## src/rtl/dpwm_pkg.sv

```systemverilog
package dpwm_pkg;
  localparam int MAX_BITS = 9;
  localparam int MIN_BITS = 5;
  localparam int PERIOD   = (1 << MAX_BITS) + 1;
  localparam int CNT_W    = $clog2(PERIOD);
  localparam int SEL_W    = 3;
  localparam int DBG_W    = 5;

  // width select to bit count; out-of-range codes fall back to 8 bits
  function automatic int unsigned sel_bits(logic [SEL_W-1:0] sel);
    if (int'(sel) > MAX_BITS - MIN_BITS) return 8;
    return int'(sel) + MIN_BITS;
  endfunction

  // duty shifted into the 9-bit domain, without offset
  function automatic int unsigned norm_duty(logic [MAX_BITS-1:0] duty,
                                            logic [SEL_W-1:0] sel);
    int unsigned b;
    int unsigned m;
    b = sel_bits(sel);
    m = int'(duty) & ((1 << b) - 1);
    return m << (MAX_BITS - b);
  endfunction

  // compare value: normalised duty plus centring offset
  function automatic logic [CNT_W-1:0] cmp_value(logic [MAX_BITS-1:0] duty,
                                                 logic [SEL_W-1:0] sel,
                                                 logic inc);
    int unsigned sh;
    int unsigned off;
    sh  = MAX_BITS - sel_bits(sel);
    off = (sh == 0) ? 1 : (1 << (sh - 1));
    return CNT_W'(norm_duty(duty, sel) + off + int'(inc));
  endfunction
endpackage

```

## src/rtl/dpwm_period_ctr.sv

```systemverilog
module dpwm_period_ctr
  import dpwm_pkg::*;
#(
  parameter int P_PERIOD = PERIOD,
  localparam int W = $clog2(P_PERIOD),
  localparam int HALF = (P_PERIOD + 1) / 2
) (
  input  logic         clk_i,
  input  logic         rst_ni,
  output logic [W-1:0] cnt_o,
  output logic         wrap_o,
  output logic         sync_o
);
  logic [W-1:0] cnt_q;

  assign wrap_o = (cnt_q == W'(P_PERIOD - 1));
  assign cnt_o  = cnt_q;
  assign sync_o = (cnt_q < W'(HALF));

  always_ff @(posedge clk_i) begin
    if (!rst_ni)     cnt_q <= '0;
    else if (wrap_o) cnt_q <= '0;
    else             cnt_q <= cnt_q + 1'b1;
  end

  p_cnt_range_r1: assert property (@(posedge clk_i) disable iff (!rst_ni)
    cnt_q <= W'(P_PERIOD - 1));
  p_cnt_wrap_r1: assert property (@(posedge clk_i) disable iff (!rst_ni)
    wrap_o |=> (cnt_q == '0));
  p_cnt_step_r1: assert property (@(posedge clk_i) disable iff (!rst_ni)
    !wrap_o |=> (cnt_q == $past(cnt_q) + 1'b1));
endmodule

```

## src/rtl/dpwm_cmp_latch.sv

```systemverilog
module dpwm_cmp_latch
  import dpwm_pkg::*;
(
  input  logic                 clk_i,
  input  logic                 rst_ni,
  input  logic [CNT_W-1:0]     cnt_i,
  input  logic                 wrap_i,
  input  logic [MAX_BITS-1:0]  duty_i,
  input  logic [SEL_W-1:0]     sel_i,
  input  logic                 inc_i,
  output logic                 req_o,
  output logic [DBG_W-1:0]     dbg_o
);
  logic [CNT_W-1:0]    cmp_q;
  logic [MAX_BITS-1:0] norm_q;

  always_ff @(posedge clk_i) begin
    if (!rst_ni) begin
      cmp_q  <= '0;
      norm_q <= '0;
    end else if (wrap_i) begin
      cmp_q  <= cmp_value(duty_i, sel_i, inc_i);
      norm_q <= MAX_BITS'(norm_duty(duty_i, sel_i));
    end
  end

  assign req_o = (cnt_i < cmp_q);
  assign dbg_o = norm_q[MAX_BITS-1 -: DBG_W];

  p_cmp_hold_r5: assert property (@(posedge clk_i) disable iff (!rst_ni)
    !wrap_i |=> $stable(cmp_q));
  p_cmp_bound_r2: assert property (@(posedge clk_i) disable iff (!rst_ni)
    cmp_q <= CNT_W'(PERIOD));
  p_cmp_nonzero_r2: assert property (@(posedge clk_i) disable iff (!rst_ni)
    wrap_i |=> (cmp_q != '0));
endmodule

```

## src/rtl/dpwm_deadtime.sv

```systemverilog
module dpwm_deadtime #(
  parameter int P_DEAD = 6,
  localparam int DW = $clog2(P_DEAD + 1)
) (
  input  logic clk_i,
  input  logic rst_ni,
  input  logic req_i,
  output logic hs_o,
  output logic ls_o
);
  logic          lvl_q;
  logic [DW-1:0] dt_q;
  logic          settled;

  always_ff @(posedge clk_i) begin
    if (!rst_ni) begin
      lvl_q <= 1'b0;
      dt_q  <= DW'(P_DEAD);
    end else if (req_i != lvl_q) begin
      lvl_q <= req_i;
      dt_q  <= DW'(P_DEAD);
    end else if (dt_q != '0) begin
      dt_q  <= dt_q - 1'b1;
    end
  end

  assign settled = (dt_q == '0);
  assign hs_o    = lvl_q & settled;
  assign ls_o    = ~lvl_q & settled;

  p_no_overlap_r6: assert property (@(posedge clk_i) disable iff (!rst_ni)
    !(hs_o && ls_o));
  p_gap_after_hs_r6: assert property (@(posedge clk_i) disable iff (!rst_ni)
    $fell(hs_o) |=> !ls_o);
  p_gap_after_ls_r6: assert property (@(posedge clk_i) disable iff (!rst_ni)
    $fell(ls_o) |=> !hs_o);
  p_reset_low_r7: assert property (@(posedge clk_i)
    !rst_ni |=> (!hs_o && !ls_o));
endmodule

```

## src/rtl/dpwm_core.sv

```systemverilog
module dpwm_core
  import dpwm_pkg::*;
#(
  parameter int DEAD = 6
) (
  input  logic                clk_i,
  input  logic                rst_ni,
  input  logic [MAX_BITS-1:0] duty_i,
  input  logic [SEL_W-1:0]    width_sel_i,
  input  logic                inc_i,
  output logic                hs_o,
  output logic                ls_o,
  output logic                sync_o,
  output logic [DBG_W-1:0]    duty_dbg_o
);
  logic [CNT_W-1:0] cnt;
  logic             wrap;
  logic             req;

  dpwm_period_ctr #(.P_PERIOD(PERIOD)) u_ctr (
    .clk_i (clk_i),
    .rst_ni(rst_ni),
    .cnt_o (cnt),
    .wrap_o(wrap),
    .sync_o(sync_o)
  );

  dpwm_cmp_latch u_cmp (
    .clk_i (clk_i),
    .rst_ni(rst_ni),
    .cnt_i (cnt),
    .wrap_i(wrap),
    .duty_i(duty_i),
    .sel_i (width_sel_i),
    .inc_i (inc_i),
    .req_o (req),
    .dbg_o (duty_dbg_o)
  );

  dpwm_deadtime #(.P_DEAD(DEAD)) u_dt (
    .clk_i (clk_i),
    .rst_ni(rst_ni),
    .req_i (req),
    .hs_o  (hs_o),
    .ls_o  (ls_o)
  );

  p_sync_fall_r8: assert property (@(posedge clk_i) disable iff (!rst_ni)
    (cnt == CNT_W'(PERIOD / 2)) |=> !sync_o);
  p_sync_rise_r8: assert property (@(posedge clk_i) disable iff (!rst_ni)
    wrap |=> sync_o);
endmodule

```

## config.mk

```make
export PLATFORM = sky130hd
export DESIGN_NAME = dpwm_core
export DESIGN_NICKNAME = d
export VERILOG_FILES = /design/src/rtl/dpwm_pkg.sv /design/src/rtl/dpwm_period_ctr.sv /design/src/rtl/dpwm_cmp_latch.sv /design/src/rtl/dpwm_deadtime.sv /design/src/rtl/dpwm_core.sv
export SDC_FILE = /design/constraint.sdc
export NUM_CORES = 1
export LEC_CHECK = 0
export BUFFER_PORTS_ARGS = -buffer_cell sky130_fd_sc_hd__buf_2
export CAP_MARGIN = 25
export CORE_AREA = 2 2 80 82
export CTS_CLUSTER_SIZE = 12
export DETAILED_ROUTE_END_ITERATION = 10
export DIE_AREA = 0 0 82 84
export GPL_ROUTABILITY_DRIVEN = 0
export PLACE_DENSITY_LB_ADDON = 0.15
export SLEW_MARGIN = 10
export SYNTH_ARGS = -nofsm -noshare
export SYNTH_HDL_FRONTEND = slang
export SYNTH_SLANG_ARGS = --single-unit
```

## constraint.sdc

```tcl
create_clock -name clk_i -period 10.6 [get_ports clk_i]
set_input_delay 0.53 -clock clk_i [delete_from_list [all_inputs] [get_ports clk_i]]
set_output_delay 0.53 -clock clk_i [all_outputs]
set_load 0.03 [all_outputs]
```

; ---- Word level (Yosys, flattened, before mapping)
; Cells that the tools add are included.
[totals]
inputBits = 15
wordCells = 39
reg_bits = 33
[classes]
bitwise = 5
n_shift = 3
order_cmp = 3
eq_ne = 2
add_sub_neg = 8
muxes = 8
reduce_logical = 5
[op_table]
columns = op, count
row1 = $mux 32, 3
row2 = $and 10x32->32, 1
row3 = $logic_not 32->1, 1
row4 = $shl 1x32->10 const A, 1
row5 = $shl 1x32->32 const A, 1
row6 = $shl 32x32->10, 1
row7 = $sub 32x1->32 const B, 1
row8 = $sub 32x2->32 const B, 1
row9 = $sub 4x32->32 const A, 1
row10 = $add 10x1->10, 1
row11 = $add 10x1->10 const B, 1
row12 = $add 10x10->10, 1
row13 = $eq 10x10->1 const B, 1
row14 = $lt 10x10->1, 1
row15 = $lt 10x9->1 const B, 1
row16 = $mux 10, 1
row17 = $add 3x3->4 const B, 1
row18 = $mux 4, 1
row19 = $reduce_or 2->1, 2
row20 = $gt 3x3->1 const B, 1
row21 = $logic_not 3->1, 1
row22 = $mux 1, 3
row23 = $reduce_bool 3->1, 1
row24 = $sub 3x1->3 const B, 1
row25 = other kinds (3), 5

; ---- Logic depth before layout (Yosys ltp)
[logic_depth]
depth_word = 13
mapped_depth = 24
depth_no_buf = 22

; ---- By module
; From an unflattened synthesis, not the netlist that was laid out.
[hier_totals]
cells_unflattened = 371
hier_area_um2 = 2856.5
[modules_own_cells]
columns = mod, seq_area_each_um2, area_each_um2, n_inst, cells_each
row1 = dpwm_cmp_latch, 300.3, 2182.1, 1, 295
row2 = dpwm_period_ctr, 200.2, 470.5, 1, 54
row3 = dpwm_deadtime, 80.1, 203.9, 1, 22

; ---- Least setup slack after synthesis
; Ideal clock, no wire load.
[synth_path]
path_kind = input to register
start = input width_sel_i[0]
end = register u_cmp.cmp_q[9]
path_slack_ns = 5.654
n_path_buf = 2
arrival_ns = 4.866
path_stages = 22
path_cell_list = inv_1 -> ha_1 -> and2_2 -> inv_2 -> ha_1 -> inv_1 -> ha_1 -> clkbuf_1 -> and2_1 -> buf_2 -> a21oi_1 -> a2111o_1 -> o22a_1 -> nor2_1 -> fa_1 -> a211oi_1 -> nor2_1 -> or4b_1 -> a221oi_1 -> xor2_1 -> or4_1 -> o211ai_1
[synth_between]
elab_chain_len = 13
[synth_rtl]
columns = item, line
row1 = from (decl), dpwm_core.sv:9  ; input logic [SEL_W-1:0] width_sel_i,
row2 = $gt 3x3->1, dpwm_pkg.sv:11  ; if (int'(sel) > MAX_BITS - MIN_BITS) return 8;
row3 = $mux 1, dpwm_pkg.sv:11
row4 = $mux 1, dpwm_cmp_latch.sv:21  ; end else if (wrap_i) begin
row5 = $mux 1, dpwm_cmp_latch.sv:18  ; if (!rst_ni) begin
row6 = $mux 32 *, dpwm_pkg.sv:12  ; return int'(sel) + MIN_BITS;
row7 = $mux 32 *, dpwm_cmp_latch.sv:21
row8 = $mux 32 *, dpwm_cmp_latch.sv:18
row9 = $sub 4x32->32 or $shl 1x32->32 (tied branches), "dpwm_pkg.sv:22, dpwm_pkg.sv:31, dpwm_pkg.sv:21"
row10 = $sub 32x1->32 or $sub 32x2->32 (tied branches), "dpwm_pkg.sv:32, dpwm_pkg.sv:21"
row11 = $shl 1x32->10 or $and 10x32->32 (tied branches), "dpwm_pkg.sv:32, dpwm_pkg.sv:21"
row12 = $mux 10 or $shl 32x32->10 (tied branches), --
row13 = $add 10x10->10 *, dpwm_pkg.sv:33  ; return CNT_W'(norm_duty(duty, sel) + off + int'(inc));
row14 = $add 10x1->10 *, dpwm_pkg.sv:33
row15 = to (signal assigned), dpwm_cmp_latch.sv:22  ; cmp_q <= cmp_value(duty_i, sel_i, inc_i);
row16 = to (decl), dpwm_cmp_latch.sv:14  ; logic [CNT_W-1:0] cmp_q;
; Mark *: on every way between the ends. The rest lies on a longest branch, timed or not. The select of a mux whose other input is x is not followed.
; A chain may end at the register's enable or synchronous reset.

; ---- Final worst setup path
; Same ends and word-level chain as after synthesis.

==> summary.txt <==
STA
  • Slew headroom: 0.564
  • F_max: 166 MHz
  • Hold slack final: 0.467 ns
  • Minimum clock period after layout: 6.03 ns
  • Total negative slack: 0 ns
  • Fin crit share: 0.569
  • Slew Limit Fails: 0
  • Worst Tran Pin Value: 0.654 ns
  • Hold Vio Cnt, Final: 0
  • Final count of negative-setup-slack endpoints: 0
  • Clock skew: 0.00589 ns
  • RSZ-0062 raised after global routing: false
  • Setup ws final: 4.57 ns

Setup path
  • Critical path class: input port to register
  • Worst R2R Start: u_ctr.cnt_o[0]
  • CP required: 10.80 ns
  • Worst Setup SP: width_sel_i[0]
  • Crit path max-delay cell type: ha_1
  • Delay-heaviest family, CP: simple AND/OR/NAND/NOR gates
  • Worst stage delay on the critical path: 0.63 ns
  • Cell repeated most along the worst path: ha_1
  • Critical path buffers and inverters: 4
  • CP Cell Sequence: buf_2 -> inv_1 -> ha_1 -> and2_2 -> inv_2 -> ha_1 -> inv_1 -> nand2_1 -> xnor2_1 -> nand3_1 -> o21a_1 -> a2111o_1 -> a21oi_1 -> ha_1 -> o21ai_0 -> nor2_1 -> or4b_1 -> a221oi_1 -> xor2_1 -> or4_1 -> o211ai_1
  • Crit Path Max Fanout: 16
  • Setup crit end kind: register
  • CP startpoint kind: input port
  • CP Data Arrival Time: 6.23 ns

Logic synthesis
  • Seq cells post-synth: 29
  • Cell count after synthesis: 378
  • Mean post-synth cell area: 7.69 um2
  • Simple-Gate Fraction of Synth Area: 0.273
  • Cell accounting for the most synthesized area: dfxtp_1
  • EDFF count, synth: 0
  • Mux cell area share after synthesis: 0.0301
  • Post-synth design cell area: 2910 um2
  • Top cells by area, synth: dfxtp_1 20%, ha_1 12%, nor2_1 4.8%
  • Async SR Flop Fraction: 0
  • XOR/XNOR Fraction of Synth Area: 0.0603
  • Count of cell types in the netlist: 69
  • Synth Net Count: 423
  • Adder-cell share of the synthesized area: 0.134
  • Compound-Gate Fraction of Synth Area: 0.233
  • Post-synth top flop: dfxtp_1
  • Top cell type's share of synthesized area: 0.200
  • Sequential fraction of the synthesis area: 0.200
  • Largest family of logic cells by synthesized area: simple AND/OR/NAND/NOR gates
  • Warnings, synthesis: 0

Clocking
  • H-tree levels: 2
  • Post-CTS setup buffers: 0
  • Reg clk slew, reported paths: 0.06 ns
  • Latest clock arrival within the worst-skew pair: 0.28 ns
  • CTS tree: done
  • CTS max path bufs: 2
  • Num CTS Buffers: 5
  • Clock tree sinks: 29
  • Post-CTS sizing: 0
  • Hold-fix buffer count after cts: 0
  • Clk Tree Root Cell: clkbuf_8

Cells and area
  • Layout cell share with drive strength beyond 1: 0.108
  • Nets: 433
  • Diodes inserted: 0
  • Most frequent cells in the layout: 37 x nor2_1, 32 x nand2_1, 29 x dfxtp_1
  • Final std cells w/o fill: 466
  • Core Util, Final: 0.508
  • Post-route cell area: 3100 um2
  • P&R area growth vs syn: 6.68%
  • Commonest non-fill, non-tap cell in the layout: nor2_1

Power
  • Switch Pwr: 0.112 mW
  • Net Sw Frac: 0.359
  • Pwr per Cell Area: 101 nW/um2
  • Leak Pwr: 1.29 nW
  • Worst vdd ir: 58.6 uV
  • Int Pwr: 0.200 mW
  • Pwr Total: 0.312 mW
  • Comb power frac: 0.350
  • Part of the power in registers: 0.371
  • Clock share of power: 0.279

Outcome
  • Outcome: finished, final reports clean

Worst hold path
  • Worst hold path class: register to register
  • HP Start: u_cmp.cmp_q[4]

Routing
  • DRC Markers: 0
  • Post-Route WL: 6.98 mm
  • Drt initial violations: 118
  • Vias per cell: 5.87
  • DRT Pass-1 Iters: 4
  • DR vias: 2736
  • ANT nets after route: 0
  • Avg WL per Cell: 15.0 um

Floorplanning
  • Die ar.: 6890 um2
  • Die Ht: 84 um
  • Die Wd: 82 um
  • Initial Util: 0.477
  • Row count: 29
  • Core Region: 6100 um2
  • I/O Pins: 23

Placed design
  • Worst slack at placement: 4.37 ns
  • Dpl hpwl: 5.42 mm
  • Count of input and output buffers: 22
  • Inst Count DP: 458
  • Placed cell areas: 3020 um2

Global route
  • Vias in the first global route: 2598
  • Grt total ovfl: 0
  • First-pass GRT wire length: 11.9 mm
  • GRT Util Overall: 0.215
  • Initial antenna violation count: 0
  • Largest net degree at the start of global routing: 21

Job
  • Number of max-cap violations: 0
kinds of logic after synthesis:
group	Yosys count
simple gates	153
compound gates	91
buf+inv	47
fa+ha+maj	30
flops	29
xor+xnor	20
mux	8
synthesized netlist by cell type, types with 2 or more instances:
| master | instances |
|---|---|
| xnor2_1 | 11 |
| o211a_1 | 2 |
| fa_1 | 2 |
| a21o_1 | 8 |
| and2_1 | 8 |
| o31ai_1 | 2 |
| a221oi_1 | 2 |
| a31oi_1 | 5 |
| buf_6 | 2 |
| mux2_2 | 2 |
| o21ai_0 | 12 |
| nand4_1 | 4 |
| nor4_1 | 3 |
| a211oi_1 | 6 |
| nand3_1 | 21 |
| nor2b_1 | 3 |
| ha_1 | 28 |
| inv_1 | 25 |
| or4_1 | 2 |
| a22o_1 | 4 |
| nand4b_1 | 3 |
| buf_2 | 2 |
| a21oi_1 | 17 |
| buf_4 | 2 |
| a21boi_0 | 3 |
| a32oi_1 | 2 |
| nor3_1 | 14 |
| o21a_1 | 5 |
| nor2_1 | 37 |
| a2111o_1 | 2 |
| dfxtp_1 | 29 |
| inv_2 | 2 |
| nand2_1 | 32 |
| nor3b_1 | 2 |
| xor2_1 | 9 |
| clkbuf_1 | 13 |
| and3_1 | 7 |
| mux2i_1 | 5 |
| nand2b_1 | 4 |
| o211ai_1 | 7 |
routing by layer:
metal | global-route usage | part of all wire
met2 | 0.375 | 0.50
met3 | 0.0271 | 0.037
met5 | 0 | 0
met4 | 0.0652 | 0.022
met1 | 0.269 | 0.44
power groups by stage:
stage          clock network, mW  logic (mW)  registers [mW]
2_1_floorplan                  0      0.0879           0.118
3_3_place_gp                   0       0.107           0.118
3_5_place_dp                   0       0.107           0.118
4_1_cts                   0.0886       0.108           0.116
5_1_grt                   0.0934       0.122           0.116
6_report                  0.0872       0.110           0.116
sequential cells by signal, summed over array words and instances (netlist names):
register and cells:
u_ctr.cnt_o 10, u_dt.dt_q 3, u_cmp.cmp_q 10, u_dt.lvl_q 1
u_cmp.norm_q 5
final timing paths:
kind | depth (start not counted) | slack, ns | endpoint
setup / recovery | 21 | 4.57 | u_cmp.cmp_q[9]
hold / removal | 2 | 0.47 | u_cmp.cmp_q[4]
setup reg to reg | 9 | 8.22 | u_cmp.cmp_q[9]
hold reg to reg | 2 | 0.47 | u_cmp.cmp_q[4]
final cells by class:
cell class | count | area [um2]
fillers | 595 | 3000
multi-input cells | 302 | 2120
flip-flops and latches | 29 | 581
repair buffers | 23 | 118
inverters | 27 | 101
well taps | 77 | 96.3
clock buffers | 8 | 80.1
worst min-delay path, stage by stage (launching register included):
cell and delay [ns]:
dfxtp_1 0.31, nand2_1 0.05, a21boi_0 0.06
Note: power is estimated with default switching activity, not from simulation.
